--- config.mk ---
export PLATFORM = sky130hd
export DESIGN_NAME = card_xfer_ctrl
export DESIGN_NICKNAME = d
export VERILOG_FILES = /design/src/rtl/cx_pkg.sv /design/src/rtl/cx_datapath.sv /design/src/rtl/cx_control.sv /design/src/rtl/card_xfer_ctrl.sv
export SDC_FILE = /design/constraint.sdc
export NUM_CORES = 1
export LEC_CHECK = 0
export ABC_AREA = 1
export BUFFER_PORTS_ARGS = -buffer_cell sky130_fd_sc_hd__buf_2
export CAP_MARGIN = 20
export CORE_UTILIZATION = 39
export DETAILED_ROUTE_END_ITERATION = 8
export GPL_ROUTABILITY_DRIVEN = 0
export GPL_TIMING_DRIVEN = 1
export SKIP_LAST_GASP = 1
export SYNTH_ARGS = -nofsm -noshare
export SYNTH_HDL_FRONTEND = slang
export SYNTH_SLANG_ARGS = --single-unit
--- constraint.sdc ---
create_clock -name clk -period 3 [get_ports clk]
set_clock_uncertainty 0.15 [all_clocks]
set_input_delay 0.3 -clock clk [delete_from_list [all_inputs] [get_ports clk]]
set_output_delay 0.3 -clock clk [all_outputs]
set_load 0.01 [all_outputs]
--- src/rtl/cx_pkg.sv ---
package cx_pkg;

  // Word source chosen from the first command byte
  typedef enum logic [1:0] {
    SRC_ROM  = 2'd0,
    SRC_ONES = 2'd1,
    SRC_ID   = 2'd2
  } srcKind_t;

  // Strobes from control to datapath
  typedef struct packed {
    logic start;    // accepted start with nonzero length
    logic fetch;    // obtain the next word
    logic present;  // gap elapsed: expose fetched word
    logic consume;  // owner took the ready word
    logic finish;   // transfer ends this cycle
  } xferStrb_t;

  localparam logic [31:0] CTRL_WR_MASK = 32'hFF7F7FFF;

  function automatic srcKind_t classifyCmd(input logic [7:0] op);
    if (op == 8'h9F) return SRC_ONES;
    if (op == 8'h90 || op == 8'hB8 || op[7:4] == 4'h1) return SRC_ID;
    return SRC_ROM;
  endfunction

endpackage

--- src/rtl/cx_datapath.sv ---
module cx_datapath
  import cx_pkg::*;
#(
  parameter int LEN_W = 15,
  parameter int PORTS = 2
) (
  input  logic                  clk,
  input  logic                  rstN,
  input  logic                  owner,
  input  logic [PORTS-1:0]      wrEnV,
  input  logic [PORTS-1:0][1:0] wrSelV,
  input  logic [PORTS-1:0][31:0] wrDataV,
  input  logic [PORTS-1:0]      rdEnV,
  output logic [PORTS-1:0][31:0] rdDataV,
  input  xferStrb_t             strb,
  input  logic                  wordReady,
  input  logic [31:0]           chipId,
  input  logic [31:0]           romData,
  input  logic                  romValid,
  output logic                  startReq,
  output logic                  lenZero,
  output logic                  readReq,
  output logic                  lastWord,
  output logic                  slowGap,
  output logic                  irqEn,
  output logic                  romReq,
  output logic [LEN_W-1:0]      romAddr,
  output logic [63:0]           romCmd,
  output logic [31:0]           ctrlView,
  output logic [15:0]           auxView
);

  localparam logic [LEN_W-1:0] WORD_BYTES = LEN_W'(4);

  function automatic logic [LEN_W-1:0] sizeBytes(input logic [2:0] code);
    case (code)
      3'd0:    return '0;
      3'd7:    return WORD_BYTES;
      default: return LEN_W'(256) << code;
    endcase
  endfunction

  logic [31:0]      ctrlReg;
  logic [15:0]      auxReg;
  logic [63:0]      cmdBuf;
  logic [LEN_W-1:0] posReg, lenReg, nextAddr;
  srcKind_t         srcKind, nextKind;
  logic [31:0]      fetchWord, outWord;

  logic        wrEn;
  logic [1:0]  wrSel;
  logic [31:0] wrData;
  logic        ctrlWr;

  assign wrEn   = wrEnV[owner];
  assign wrSel  = wrSelV[owner];
  assign wrData = wrDataV[owner];
  assign readReq = rdEnV[owner];

  assign ctrlWr   = wrEn && (wrSel == 2'd0);
  assign startReq = ctrlWr && auxReg[15] && wrData[31];
  assign lenZero  = (sizeBytes(wrData[26:24]) == '0);
  assign slowGap  = startReq ? wrData[27] : ctrlReg[27];
  assign irqEn    = auxReg[14];
  assign lastWord = (posReg + WORD_BYTES) == lenReg;
  assign nextKind = strb.start ? classifyCmd(cmdBuf[7:0]) : srcKind;
  assign nextAddr = strb.start ? '0 : posReg + WORD_BYTES;

  always_ff @(posedge clk or negedge rstN) begin
    if (!rstN) begin
      ctrlReg   <= '0;
      auxReg    <= '0;
      cmdBuf    <= '0;
      posReg    <= '0;
      lenReg    <= '0;
      srcKind   <= SRC_ROM;
      fetchWord <= '0;
      outWord   <= '0;
      romReq    <= 1'b0;
      romAddr   <= '0;
    end else begin
      romReq <= 1'b0;
      if (wrEn) begin
        case (wrSel)
          2'd0: ctrlReg        <= wrData & CTRL_WR_MASK;
          2'd1: auxReg         <= wrData[15:0];
          2'd2: cmdBuf[31:0]   <= wrData;
          default: cmdBuf[63:32] <= wrData;
        endcase
      end
      if (strb.finish) ctrlReg[31] <= 1'b0;
      if (strb.start) begin
        posReg  <= '0;
        lenReg  <= sizeBytes(wrData[26:24]);
        srcKind <= nextKind;
      end else if (strb.consume) begin
        posReg <= posReg + WORD_BYTES;
      end
      if (romValid) fetchWord <= romData;
      if (strb.fetch) begin
        case (nextKind)
          SRC_ONES: fetchWord <= '1;
          SRC_ID:   fetchWord <= chipId;
          default: begin
            romReq  <= 1'b1;
            romAddr <= nextAddr;
          end
        endcase
      end
      if (strb.present) outWord <= fetchWord;
    end
  end

  // Per-port read mux: only the owner sees a ready word
  for (genvar p = 0; p < PORTS; p++) begin : g_rd
    assign rdDataV[p] = (owner == p[0] && rdEnV[p] && wordReady) ? outWord : '0;
  end

  assign romCmd   = cmdBuf;
  assign ctrlView = ctrlReg | {8'h00, wordReady, 23'h0};
  assign auxView  = auxReg;

endmodule

--- src/rtl/cx_control.sv ---
module cx_control
  import cx_pkg::*;
#(
  parameter int GAP_FAST = 5,
  parameter int GAP_SLOW = 8
) (
  input  logic      clk,
  input  logic      rstN,
  input  logic      owner,
  input  logic      startReq,
  input  logic      lenZero,
  input  logic      readReq,
  input  logic      lastWord,
  input  logic      slowGap,
  input  logic      irqEn,
  output xferStrb_t strb,
  output logic      wordReady,
  output logic [1:0] irqDone
);

  localparam int GAP_MAX = (GAP_SLOW > GAP_FAST) ? GAP_SLOW : GAP_FAST;
  localparam int CNT_W   = $clog2(GAP_MAX + 1);

  typedef enum logic [1:0] {ST_IDLE, ST_WAIT, ST_READY} xferState_t;

  xferState_t  state;
  logic [CNT_W-1:0] gapCnt, gapLoad;

  assign gapLoad = slowGap ? CNT_W'(GAP_SLOW) : CNT_W'(GAP_FAST);

  always_comb begin
    strb         = '0;
    strb.start   = startReq && !lenZero;
    strb.consume = (state == ST_READY) && readReq && !startReq;
    strb.present = (state == ST_WAIT) && (gapCnt == CNT_W'(1)) && !startReq;
    strb.finish  = (startReq && lenZero) || (strb.consume && lastWord);
    strb.fetch   = strb.start || (strb.consume && !lastWord);
  end

  always_ff @(posedge clk or negedge rstN) begin
    if (!rstN) begin
      state   <= ST_IDLE;
      gapCnt  <= '0;
      irqDone <= 2'b00;
    end else begin
      if (startReq) begin
        state  <= lenZero ? ST_IDLE : ST_WAIT;
        gapCnt <= gapLoad;
      end else begin
        case (state)
          ST_WAIT: begin
            if (gapCnt == CNT_W'(1)) state <= ST_READY;
            else gapCnt <= gapCnt - CNT_W'(1);
          end
          ST_READY: begin
            if (strb.consume) begin
              state  <= lastWord ? ST_IDLE : ST_WAIT;
              gapCnt <= gapLoad;
            end
          end
          default: ;
        endcase
      end
      irqDone <= (strb.finish && irqEn) ? (owner ? 2'b10 : 2'b01) : 2'b00;
    end
  end

  assign wordReady = (state == ST_READY);

endmodule

--- src/rtl/card_xfer_ctrl.sv ---
module card_xfer_ctrl
  import cx_pkg::*;
#(
  parameter int LEN_W    = 15,
  parameter int GAP_FAST = 5,
  parameter int GAP_SLOW = 8
) (
  input  logic             clk,
  input  logic             rstN,
  input  logic             cardOwner,
  input  logic             cpu0WrEn,
  input  logic [1:0]       cpu0WrSel,
  input  logic [31:0]      cpu0WrData,
  input  logic             cpu0RdEn,
  output logic [31:0]      cpu0RdData,
  input  logic             cpu1WrEn,
  input  logic [1:0]       cpu1WrSel,
  input  logic [31:0]      cpu1WrData,
  input  logic             cpu1RdEn,
  output logic [31:0]      cpu1RdData,
  input  logic [31:0]      chipId,
  output logic             romReq,
  output logic [LEN_W-1:0] romAddr,
  output logic [63:0]      romCmd,
  input  logic [31:0]      romData,
  input  logic             romValid,
  output logic [31:0]      ctrlView,
  output logic [15:0]      auxView,
  output logic             wordReady,
  output logic [1:0]       irqDone
);

  xferStrb_t strb;
  logic startReq, lenZero, readReq, lastWord, slowGap, irqEn;
  logic [1:0][31:0] rdDataV;

  cx_datapath #(.LEN_W(LEN_W), .PORTS(2)) u_dp (
    .clk(clk), .rstN(rstN), .owner(cardOwner),
    .wrEnV({cpu1WrEn, cpu0WrEn}),
    .wrSelV({cpu1WrSel, cpu0WrSel}),
    .wrDataV({cpu1WrData, cpu0WrData}),
    .rdEnV({cpu1RdEn, cpu0RdEn}),
    .rdDataV(rdDataV),
    .strb(strb), .wordReady(wordReady),
    .chipId(chipId), .romData(romData), .romValid(romValid),
    .startReq(startReq), .lenZero(lenZero), .readReq(readReq),
    .lastWord(lastWord), .slowGap(slowGap), .irqEn(irqEn),
    .romReq(romReq), .romAddr(romAddr), .romCmd(romCmd),
    .ctrlView(ctrlView), .auxView(auxView)
  );

  cx_control #(.GAP_FAST(GAP_FAST), .GAP_SLOW(GAP_SLOW)) u_ctl (
    .clk(clk), .rstN(rstN), .owner(cardOwner),
    .startReq(startReq), .lenZero(lenZero), .readReq(readReq),
    .lastWord(lastWord), .slowGap(slowGap), .irqEn(irqEn),
    .strb(strb), .wordReady(wordReady), .irqDone(irqDone)
  );

  assign cpu0RdData = rdDataV[0];
  assign cpu1RdData = rdDataV[1];

endmodule

=== Yosys cells after proc, flatten, opt, wreduce, memory -nomap -nowiden ===
Cells that the tools add are included.

* Input port bits: 140
* Output and inout port bits: 195
* Register bits: 230
* Word-level logic and storage cells: 123

* $lt $le $gt $ge: 1
* $add $sub $neg: 2
* Reduce and logical (&&, ||, !) cells: 40
* Equality and inequality tests: 16
* Shifts and indexed selects: 1
* Bitwise logic cells: 4
* Multiplexer cells: 44

{| class="wikitable"
|+ Operators by type and width
! cell !! number
|-
| $mux 32 || 8
|-
| $pmux 32 s2 || 1
|-
| $mux 15 || 3
|-
| $or 32x24->32 || 1
|-
| $pmux 15 s2 || 1
|-
| $eq 8x8->1 const B || 3
|-
| $mux 2 || 12
|-
| $logic_and 1x1->1 || 16
|-
| $mux 4 || 4
|-
| $add 15x3->15 const B || 1
|-
| $eq 15x15->1 || 1
|-
| $logic_not 15->1 || 1
|-
| $shl 9x3->15 const A || 1
|-
| $mux 1 || 13
|-
| $reduce_and 2->1 || 6
|-
| $ne 3x2->1 const B || 3
|-
| $eq 4x1->1 const B || 2
|-
| $pmux 4 s2 || 1
|-
| $eq 2x1->1 const B || 3
|-
| $eq 2x2->1 const B || 3
|-
| $reduce_and 3->1 || 2
|-
| $reduce_bool 2->1 || 3
|-
| $logic_or 1x1->1 || 4
|-
| $pmux 2 s2 || 1
|-
| other kinds (10) || 14
|}

=== Depth between registers and ports, before layout ===
Gate-level depths: netlist of the first run.

* Word-level depth: 12
* Gate-level depth with buffers: 18
* Depth with buffers taken out: 15

=== Hierarchy ===
Synthesis of the first run repeated with hierarchy kept, for this count alone.

* Cells, all modules: 1,190
* Area, all modules: 10,328.7 um2

{| class="wikitable"
|+ By module, submodules not included
! module !! instances !! cells each !! area each (um2) !! seq. area each (um2)
|-
| cx_datapath || 1 || 1,119 || 9,766.9 || 5,380.2
|-
| cx_control || 1 || 71 || 561.8 || 200.2
|}

=== Worst setup path after synthesis of the first run ===
Ideal clock, no wire load.

* Path kind: input to register
* Start point: input cardOwner
* End point: register u_dp.romAddr[10]
* Arrival: 2.756 ns
* Library setup time: 0.066 ns
* Buffers on the path: 5
* Stages: 17
* Path slack: 0.027 ns
* Data required time: 2.784 ns
* Cells stage by stage: buf_6 -> nand2_1 -> nand2_1 -> nand3_4 -> nor2_4 -> nand3_2 -> inv_1 -> buf_4 -> nor2_1 -> nor2_1 -> inv_1 -> ha_1 -> clkbuf_1 -> clkbuf_1 -> clkbuf_1 -> nand4_1 -> nand2_1

* Word-level cells in the longest chain between the ends: 12

{| class="wikitable"
|+ Ends and longest elaborated chain
! what !! RTL line !! source
|-
| from (decl) || card_xfer_ctrl.sv:10 || <nowiki>input logic cardOwner,</nowiki>
|-
| $mux 32 (not written as such) / $mux 2 (equally long branches) (2 in a row) || cx_datapath.sv:57, cx_datapath.sv:56 ||
|-
| $shl 9x3->15, or another cell as far along || cx_datapath.sv:39 || <nowiki>default: return LEN_W'(256) << code;</nowiki>
|-
| $pmux 15 s2 / $logic_and 1x1->1 (equally long branches) || cx_datapath.sv:36, cx_datapath.sv:60 ||
|-
| $logic_not 15->1 / $logic_and 1x1->1 (equally long branches) || cx_datapath.sv:62, cx_datapath.sv:61 ||
|-
| $logic_not 1->1 / $logic_and 1x1->1 (equally long branches) || cx_control.sv:33, cx_datapath.sv:61 ||
|-
| $logic_and 1x1->1 (*) || cx_control.sv:33 || <nowiki>strb.start = startReq && !lenZero;</nowiki>
|-
| $mux 2 (*) || cx_datapath.sv:66 || <nowiki>assign nextKind = strb.start ? classifyCmd(cmdBuf[7:0]) : srcKind;</nowiki>
|-
| named net u_dp.nextKind[0] || cx_datapath.sv:47 || <nowiki>srcKind_t srcKind, nextKind;</nowiki>
|-
| $eq 2x1->1 / $eq 2x2->1 (equally long branches) || cx_datapath.sv:101 || <nowiki>case (nextKind)</nowiki>
|-
| $reduce_or 2->1 (no source line) (*) || n/a ||
|-
| $not 1->1 (no source line) (*) || n/a ||
|-
| $reduce_and 2->1 (no source line) (*) || n/a ||
|-
| to (signal assigned) || cx_datapath.sv:106 || <nowiki>romAddr <= nextAddr;</nowiki>
|-
| to (decl) || cx_datapath.sv:27 || <nowiki>output logic [LEN_W-1:0] romAddr,</nowiki>
|}

Mark *: on every way through the listed nets, which the timed path passes. The rest lies on a longest branch. The select of a mux whose other input is x is not followed.
A chain may end at the register's enable or synchronous reset.

=== Worst setup path after layout of the first run ===
* Start point: input cardOwner
* End point: register u_dp.romAddr[1]

The elaborated chain is that of the path after synthesis.

==> flow_summary.rst, run 1 <==
.. list-table::
   :header-rows: 1

   * - Metric
     - Value
   * - Length of the first detailed-routing pass in iterations
     - 5
   * - Detailed-route via count
     - 10300
   * - Number of pins exceeding their max-slew limit in the final report
     - 0
   * - Gate count after technology mapping
     - 1362
   * - Final critical delay including setup and external delays
     - 2730 ps
   * - Number of nets in the final layout
     - 1876
   * - Total number of H-tree levels
     - 1
   * - Main area contributors after synthesis
     - sky130_fd_sc_hd__dfrtp_1 (50%), sky130_fd_sc_hd__nand2_1 (16%), sky130_fd_sc_hd__mux2_2 (7.1%), sky130_fd_sc_hd__o21ai_0 (5.5%), sky130_fd_sc_hd__inv_1 (4.0%)
   * - Initial antenna violation count
     - 0
   * - Setup total negative slack
     - 0 ps
   * - Most common cell type on the critical path
     - sky130_fd_sc_hd__nand2_1
   * - Count of maximum capacitance violations
     - 0
   * - Post-synthesis cell type count
     - 36
   * - Horizontal extent of the die
     - 170 um
   * - Ordered cell list for the critical path
     - dlygate4sd3_1 > clkbuf_4 > inv_2 > nand2_1 > nand2_1 > nand3_4 > nor2_4 > nand3_2 > inv_1 > nand3_1 > o21ai_0 > inv_1 > ha_4 > nand3_2 > nand2_1 > nand2_1
   * - Type of the worst setup path
     - in2reg
   * - Met1 GRT Util
     - 28.5%
   * - Via count of the first global-routing pass
     - 9680
   * - Met2 capacity usage during global routing
     - 37.0%
   * - Worst Setup Start Kind
     - primary input
   * - Worst-Skew Late Latency
     - 530 ps
   * - Most Used Layer, Global Route
     - met2
   * - Setup-failing EPs final
     - 0
   * - Arrival @ worst endpoint
     - 2990 ps
   * - Biggest cell delay along the critical path
     - 530 ps
   * - IO Pins
     - 335
   * - Area delta synth->final
     - 31.7%
   * - Post-synthesis sequential element count
     - 223
   * - Kind of end point of the critical path
     - flop
   * - Number of design-rule violations left by the first detailed-router iteration
     - 561
   * - Total of buffers placed on input and output ports
     - 333
   * - CTS tree
     - done
   * - Measured slew at the worst slew-check pin
     - 696 ps
   * - Die Outline Area
     - 29100 um^2
   * - Row cnt
     - 61
   * - Most common cell after layout, fill and taps aside
     - sky130_fd_sc_hd__nand2_1
   * - Fraction of synthesized cell area taken by the top area cell type
     - 50.4%
   * - Hold/Removal Path Class
     - in2reg
   * - Global Route met3 Usage
     - 5.49%
   * - Tightest slew margin relative to the limit
     - 53.6%
   * - Maximum clock path buffer count
     - 3
   * - Final wirelength
     - 32700 um
   * - Global-route wire length before repair
     - 50900 um
   * - Grt ovf
     - 0
   * - Total power divided by cell area
     - 850 nW/um^2
   * - Detailed-placement wirelength estimate
     - 22800 um
   * - Final worst-path cycle share
     - 90.9%
   * - Leak
     - 7.71 nW
   * - Synth Warn #
     - 0
   * - Via/cell ratio
     - 4.82
   * - Clk Tree Root Cell
     - sky130_fd_sc_hd__clkbuf_16
   * - Synth Cell Area
     - 11100 um^2
   * - Timing-limited maximum frequency
     - 367 MHz
   * - Effective utilization at floorplan
     - 39.7%
   * - RSZ-0062 raised after global routing
     - no
   * - Dominant cell type by area after synthesis
     - sky130_fd_sc_hd__dfrtp_1
   * - Run status
     - completed
   * - Fin. Hold Viols
     - 0
   * - Total routing resource utilization after global routing
     - 22.1%
   * - Synthesized area per cell
     - 8.13 um^2
   * - Sequential share of the synthesized area
     - 50.4%
   * - Slowest cell on the critical path
     - sky130_fd_sc_hd__dlygate4sd3_1
   * - Peak VDD IR
     - 0.000459 V
   * - Final core utilization
     - 52.3%
   * - Highest fanout seen on the critical path
     - 16
   * - Post-route DRC
     - 0
   * - ANT nets after route
     - 0
   * - Wire length per cell after detailed routing
     - 15.4 um
   * - Clock slew seen by the registers of the worst setup and hold paths
     - 60 ps
   * - Largest net degree at the start of global routing
     - 86
   * - Y dimension of the die
     - 170 um
   * - Net count after synthesis
     - 1509
   * - Sinks on Clock Net
     - 223
   * - Inserted Clock Buffers
     - 26
   * - Placeable core area
     - 27900 um^2
   * - Proportion of layout cells with a drive suffix above 1
     - 28.9%
   * - Required time of the critical path
     - 3260 ps
   * - Commonest non-fill, non-tap cells in the layout
     - sky130_fd_sc_hd__nand2_1 (460), sky130_fd_sc_hd__buf_2 (331), sky130_fd_sc_hd__dfrtp_1 (223)
[synth_stat cells]
master	instances
sky130_fd_sc_hd__a21oi_1	40
sky130_fd_sc_hd__a31oi_1	1
sky130_fd_sc_hd__buf_1	4
sky130_fd_sc_hd__buf_2	23
sky130_fd_sc_hd__buf_4	7
sky130_fd_sc_hd__buf_6	5
sky130_fd_sc_hd__clkbuf_1	36
sky130_fd_sc_hd__conb_1	1
sky130_fd_sc_hd__dfrtp_1	223
sky130_fd_sc_hd__ha_1	7
sky130_fd_sc_hd__inv_1	119
sky130_fd_sc_hd__inv_2	3
sky130_fd_sc_hd__inv_4	1
sky130_fd_sc_hd__mux2_2	70
sky130_fd_sc_hd__nand2_1	460
sky130_fd_sc_hd__nand2_2	3
sky130_fd_sc_hd__nand2_4	3
sky130_fd_sc_hd__nand3_1	69
sky130_fd_sc_hd__nand3_2	2
sky130_fd_sc_hd__nand3_4	1
sky130_fd_sc_hd__nand4_1	23
sky130_fd_sc_hd__nand4_2	1
sky130_fd_sc_hd__nor2_1	102
sky130_fd_sc_hd__nor2_2	4
sky130_fd_sc_hd__nor2_4	2
sky130_fd_sc_hd__nor2_8	1
sky130_fd_sc_hd__nor3_1	2
sky130_fd_sc_hd__o21a_1	5
sky130_fd_sc_hd__o21ai_0	122
sky130_fd_sc_hd__o21ai_1	10
sky130_fd_sc_hd__o21ai_2	2
sky130_fd_sc_hd__o21bai_1	1
sky130_fd_sc_hd__o22ai_1	6
sky130_fd_sc_hd__o41ai_1	1
sky130_fd_sc_hd__or2_0	1
sky130_fd_sc_hd__xnor2_1	1
[final timing paths]
kind | startpoint | endpoint | slack (ps) | cells past startpoint
min | cpu1WrData[20] | u_dp.ctrlReg[20] | 10 | 5
min reg2reg | u_dp.romAddr[13] | u_dp.romAddr[13] | 320 | 2
max reg2reg | u_dp.posReg[2] | u_dp.fetchWord[12] | 420 | 14
max | cardOwner | u_dp.romAddr[1] | 270 | 16
max in group asynchronous | rstN | u_dp.outWord[15] | 1650 | 3
min in group asynchronous | rstN | u_dp.romReq | 230 | 2
[cells by family after synthesis]
kind of cell / after synthesis / synth area share (%)
buffers and inverters: 198 / 7.57
XOR/XNOR: 1 / 0.0791
other: 1 / 0.0339
multiplexers: 70 / 7.12
AO/OA/AOI/OAI: 188 / 8.82
adder cells (fa/ha/maj): 7 / 0.791
AND/OR/NAND/NOR: 674 / 25.2
flip-flops: 223 / 50.4
[report_power, final]
| group | switching, mW | total [mW] | internal [mW] |
|---|---|---|---|
| Sequential | 0.515 | 4.51 | 3.99 |
| Clock | 1.26 | 3.17 | 1.91 |
| Combinational | 2.87 | 4.72 | 1.85 |
| Total | 4.64 | 12.4 | 7.76 |
[critical path, delay by kind of cell]
| family | cells | cell delay (ps) |
|---|---|---|
| AOI/OAI and AO/OA | 1 | 110 |
| adders and majority gates | 1 | 340 |
| buffers and inverters | 5 | 1110 |
| and+or+nand+nor | 9 | 1120 |
[repair_timing]
item | CTS | global route
resized for setup | 0 | 3
hold buffers | 48 | 0
setup endpoints to repair | 0 | 47
hold endpoints to repair | 121 | 0
buffers inserted | 0 | 0
[cell type report]
cell class / count / area, um^2
multi-input cells: 941 / 4680
clock inverters: 12 / 113
well taps: 378 / 473
fillers: 2633 / 13300
repair buffers: 414 / 2520
flip-flops and latches: 223 / 5580
diodes: 1 / 2.50
inverters: 123 / 464
clock buffers: 36 / 749
[routing by layer]
layer	share of wire, %	vias up
li1	-	5079
met1	45	4785
met2	46	348
met3	7.5	38
met4	1.7	0
met5	0	-
[registers in the layout, indices dropped and copies added (netlist names), 8 cells and up]
register,count
u_dp.romCmd,64
u_dp.posReg,15
u_dp.lenReg,8
u_dp.romAddr,15
u_dp.ctrlReg,30
u_dp.auxView,16
u_dp.outWord,32
u_dp.fetchWord,32
[stage by stage]
stage / power (mW) / setup slack (ps) / hold slack, ps / instance area, um^2 / std cells
2_1_floorplan: 7.47 / 27.2 / -146 / 11100 / 1362
3_3_place_gp: 8.96 / 207 / 200 / 13200 / 2030
3_5_place_dp: 9.06 / 89.4 / 205 / 13200 / 2030
4_1_cts: 12.3 / 98.8 / 0.103 / 14500 / 2126
5_1_grt: 13.3 / 4.43 / 24.3 / 14600 / 2127
6_report: 12.4 / 272 / 13.5 / 14600 / 2128
(Power assumes the default switching activity.)
==> inputs of run 2 (changes only) <==
BUFFER_PORTS_ARGS = unset   (was -buffer_cell sky130_fd_sc_hd__buf_2)
DONT_BUFFER_PORTS = 1   (was unset)
==> run 2 against run 1 <==
Against the previous run:
- largest cell class unchanged
- cell area down 3.6%
- fmax up 0.48%
- critical endpoint is now u_ctl.irqDone[0]
- wire length down 0.93%
- register-to-register slack worse by 140 ps
- total power down 4.8%
- the flow now finishes with violations (negative hold slack)
- largest power group is now registers
==> flow_summary.rst, run 2 (synthesis gave the netlist of run 1 again) <==
.. list-table::
   :header-rows: 1

   * - Metric
     - Value
   * - Final wirelength
     - 32400 um (-0.93%)
   * - Via/cell ratio
     - 5.01 (+4.1%)
   * - Largest net degree at the start of global routing
     - 224 (+160%)
   * - Highest fanout seen on the critical path
     - 6 (-10)
   * - Area delta synth->final
     - 26.9%
   * - Setup-failing EPs final
     - 0 (unchanged)
   * - Fill cell total of the finished layout
     - 2555 (-3.0%)
   * - Sinks on Clock Net
     - 223 (unchanged)
   * - Global-route wire length before repair
     - 49900 um (-1.8%)
   * - Count of buffers added by post-CTS timing repair for setup
     - 0 (unchanged)
   * - Failing checks
     - negative hold slack
   * - Horizontal extent of the die
     - 170 um (unchanged)
   * - Y dimension of the die
     - 170 um (unchanged)
   * - Number of flip-flops under the largest register name
     - 64 (unchanged)
   * - Area used by multi-input combinational logic
     - 4670 um^2 (about the same)
   * - Count of maximum capacitance violations
     - 0 (unchanged)
   * - Arrival @ worst endpoint
     - 3020 ps (+30 ps)
   * - Non-Filler Instances
     - 1924 (-9.6%)
   * - Fin. Hold Viols
     - 223 (+223)
   * - Grt ovf
     - 0 (unchanged)
   * - Total routing resource utilization after global routing
     - 21.9% (-0.22 points)
   * - Row cnt
     - 61 (unchanged)
   * - Worst Setup Start Kind
     - flop
   * - Die Outline Area
     - 29100 um^2 (unchanged)
   * - Length of the first detailed-routing pass in iterations
     - 5 (unchanged)
   * - Placeable core area
     - 27900 um^2 (unchanged)
   * - IO Pins
     - 335 (unchanged)
   * - Leak
     - 6.84 nW (-11%)
   * - Total number of H-tree levels
     - 1 (unchanged)
   * - Ordered cell list for the critical path
     - ha_1 > nand3_1 > nor2_2 > nand3_1 > nand2_1 > nand2_1 > nand2_1 > nand2_1 > nor2_4 > nand3_1 > nand2_1 > nand2_1 > nor2_1 > dlygate4sd3_1
   * - Effective utilization at floorplan
     - 39.7% (unchanged)
   * - Tightest slew margin relative to the limit
     - 61.2% (+7.6 points)
   * - CTS tree
     - done
   * - Biggest cell delay along the critical path
     - 550 ps (+20 ps)
   * - Number of design-rule violations left by the first detailed-router iteration
     - 560 (-0.18%)
   * - Post-layout instance area
     - 14000 um^2 (-3.6%)
   * - Inserted Clock Buffers
     - 25 (-3.8%)
   * - Most common cell type on the critical path
     - sky130_fd_sc_hd__nand2_1
   * - Run status
     - finished with violations
   * - Dpl cells
     - 1751 (-14%)
   * - Timing-limited maximum frequency
     - 368 MHz (+0.48%)
   * - Clock slew seen by the registers of the worst setup and hold paths
     - 60 ps (about the same)
   * - Final worst-path cycle share
     - 90.5% (-0.43 points)
   * - Register Area
     - 5580 um^2 (unchanged)
   * - Type of the worst setup path
     - reg2reg
   * - ANT nets after route
     - 0 (unchanged)
   * - Maximum clock path buffer count
     - 3 (unchanged)
   * - Proportion of layout cells with a drive suffix above 1
     - 14.6% (-14 points)
   * - Hold/Removal Path Class
     - in2async
   * - Area post-placement
     - 11900 um^2 (-9.9%)
   * - Number of pins exceeding their max-slew limit in the final report
     - 0 (unchanged)
   * - Number of nets in the final layout
     - 1675 (-11%)
   * - Clk Tree Root Cell
     - sky130_fd_sc_hd__clkbuf_16
   * - Peak VDD IR
     - 0.000566 V (+23%)
   * - Measured slew at the worst slew-check pin
     - 581 ps (-116 ps)
   * - Setup total negative slack
     - 0 ps (unchanged)
   * - Diodes inserted
     - 0 (-1)
   * - Detailed-route via count
     - 9644 (-5.9%)
   * - Commonest non-fill, non-tap cells in the layout
     - sky130_fd_sc_hd__nand2_1 (460), sky130_fd_sc_hd__dfrtp_1 (223), sky130_fd_sc_hd__dlygate4sd3_1 (126)
   * - Slowest cell on the critical path
     - sky130_fd_sc_hd__dlygate4sd3_1
   * - Most common cell after layout, fill and taps aside
     - sky130_fd_sc_hd__nand2_1
   * - Total power divided by cell area
     - 840 nW/um^2 (-1.2%)
   * - Detailed-placement wirelength estimate
     - 21500 um (-5.9%)
   * - Wire length per cell after detailed routing
     - 16.8 um (+9.6%)
   * - RSZ-0062 raised after global routing
     - no
   * - Final hold slack
     - -670 ps (-683 ps)
   * - Via count of the first global-routing pass
     - 9296 (-4.0%)
   * - Required time of the critical path
     - 3310 ps (+50 ps)
   * - Initial antenna violation count
     - 1 (+1)
   * - Kind of end point of the critical path
     - flop
   * - Post-route DRC
     - 0 (unchanged)
   * - Hold buffer count at CTS
     - 128 (+170%)
   * - Worst-Skew Late Latency
     - 530 ps (about the same)
   * - Final critical delay including setup and external delays
     - 2720 ps (-13.0 ps)
   * - Total of buffers placed on input and output ports
     - 0 (-100%)
## run 2: worst max-delay path, delay by kind of cell, from the launching register on
kind / cells / cell delay [ps]
adder cells (fa/ha/maj): 1 / 210
AND/OR/NAND/NOR: 12 / 1310
flip-flops: 1 / 420
buffers and inverters: 1 / 550
## run 2: cell type report
cell class / count / area share [%]
clock buffer: 33 / 4.95
clock inverter: 12 / 1.11
inverter: 123 / 3.30
multi-input combinational: 941 / 33.3
sequential: 223 / 39.7
tap: 378 / 3.37
timing repair buffer: 214 / 14.3
## run 2: stage by stage
stage / power, mW / worst slack [ps] / util (%)
final: 11.8 / 285 / 50.4
after global routing: 12.6 / 7.40 / 50.4
after CTS: 11.9 / 237 / 50.4
after detailed placement: 8.48 / 261 / 42.6
after global placement: 8.35 / 351 / 42.6
after floorplan: 7.47 / 27.2 / -
## run 2: final timing paths
path | from | endpoint | slack, ps | cells past startpoint
max | u_dp.posReg[2] | u_ctl.irqDone[0] | 280 | 14
min | rstN | u_dp.outWord[5] | -670 | 0
max reg2reg | u_dp.posReg[2] | u_ctl.irqDone[0] | 280 | 14
min reg2reg | u_dp.outWord[19] | u_dp.outWord[19] | 330 | 2
max in group asynchronous | rstN | u_dp.ctrlReg[18] | 3080 | 0
min in group clk | cpu0WrData[15] | u_dp.auxView[15] | 20 | 4
## run 2: what timing repair did
action                     in CTS  in global routing
resized for setup               0                  2
setup endpoints to repair       0                  1
hold endpoints to repair      343                223
## run 2: power breakdown
part | internal [mW] | leakage (nW) | switching (mW)
sequential | 3.99 | 2.79 | 0.919
combinational | 1.45 | 3.63 | 2.26
clock | 1.90 | 0.418 | 1.29
## run 2: metal layers
metal / global-route usage, % / part of all wire, % / vias to the layer above
met4: 5.76 / 2.1 / 0
met1: 27.2 / 42 / 4543
met2: 37.0 / 47 / 373
li1: - / - / 4675
met5: 0 / 0 / -
met3: 6.44 / 9.1 / 53
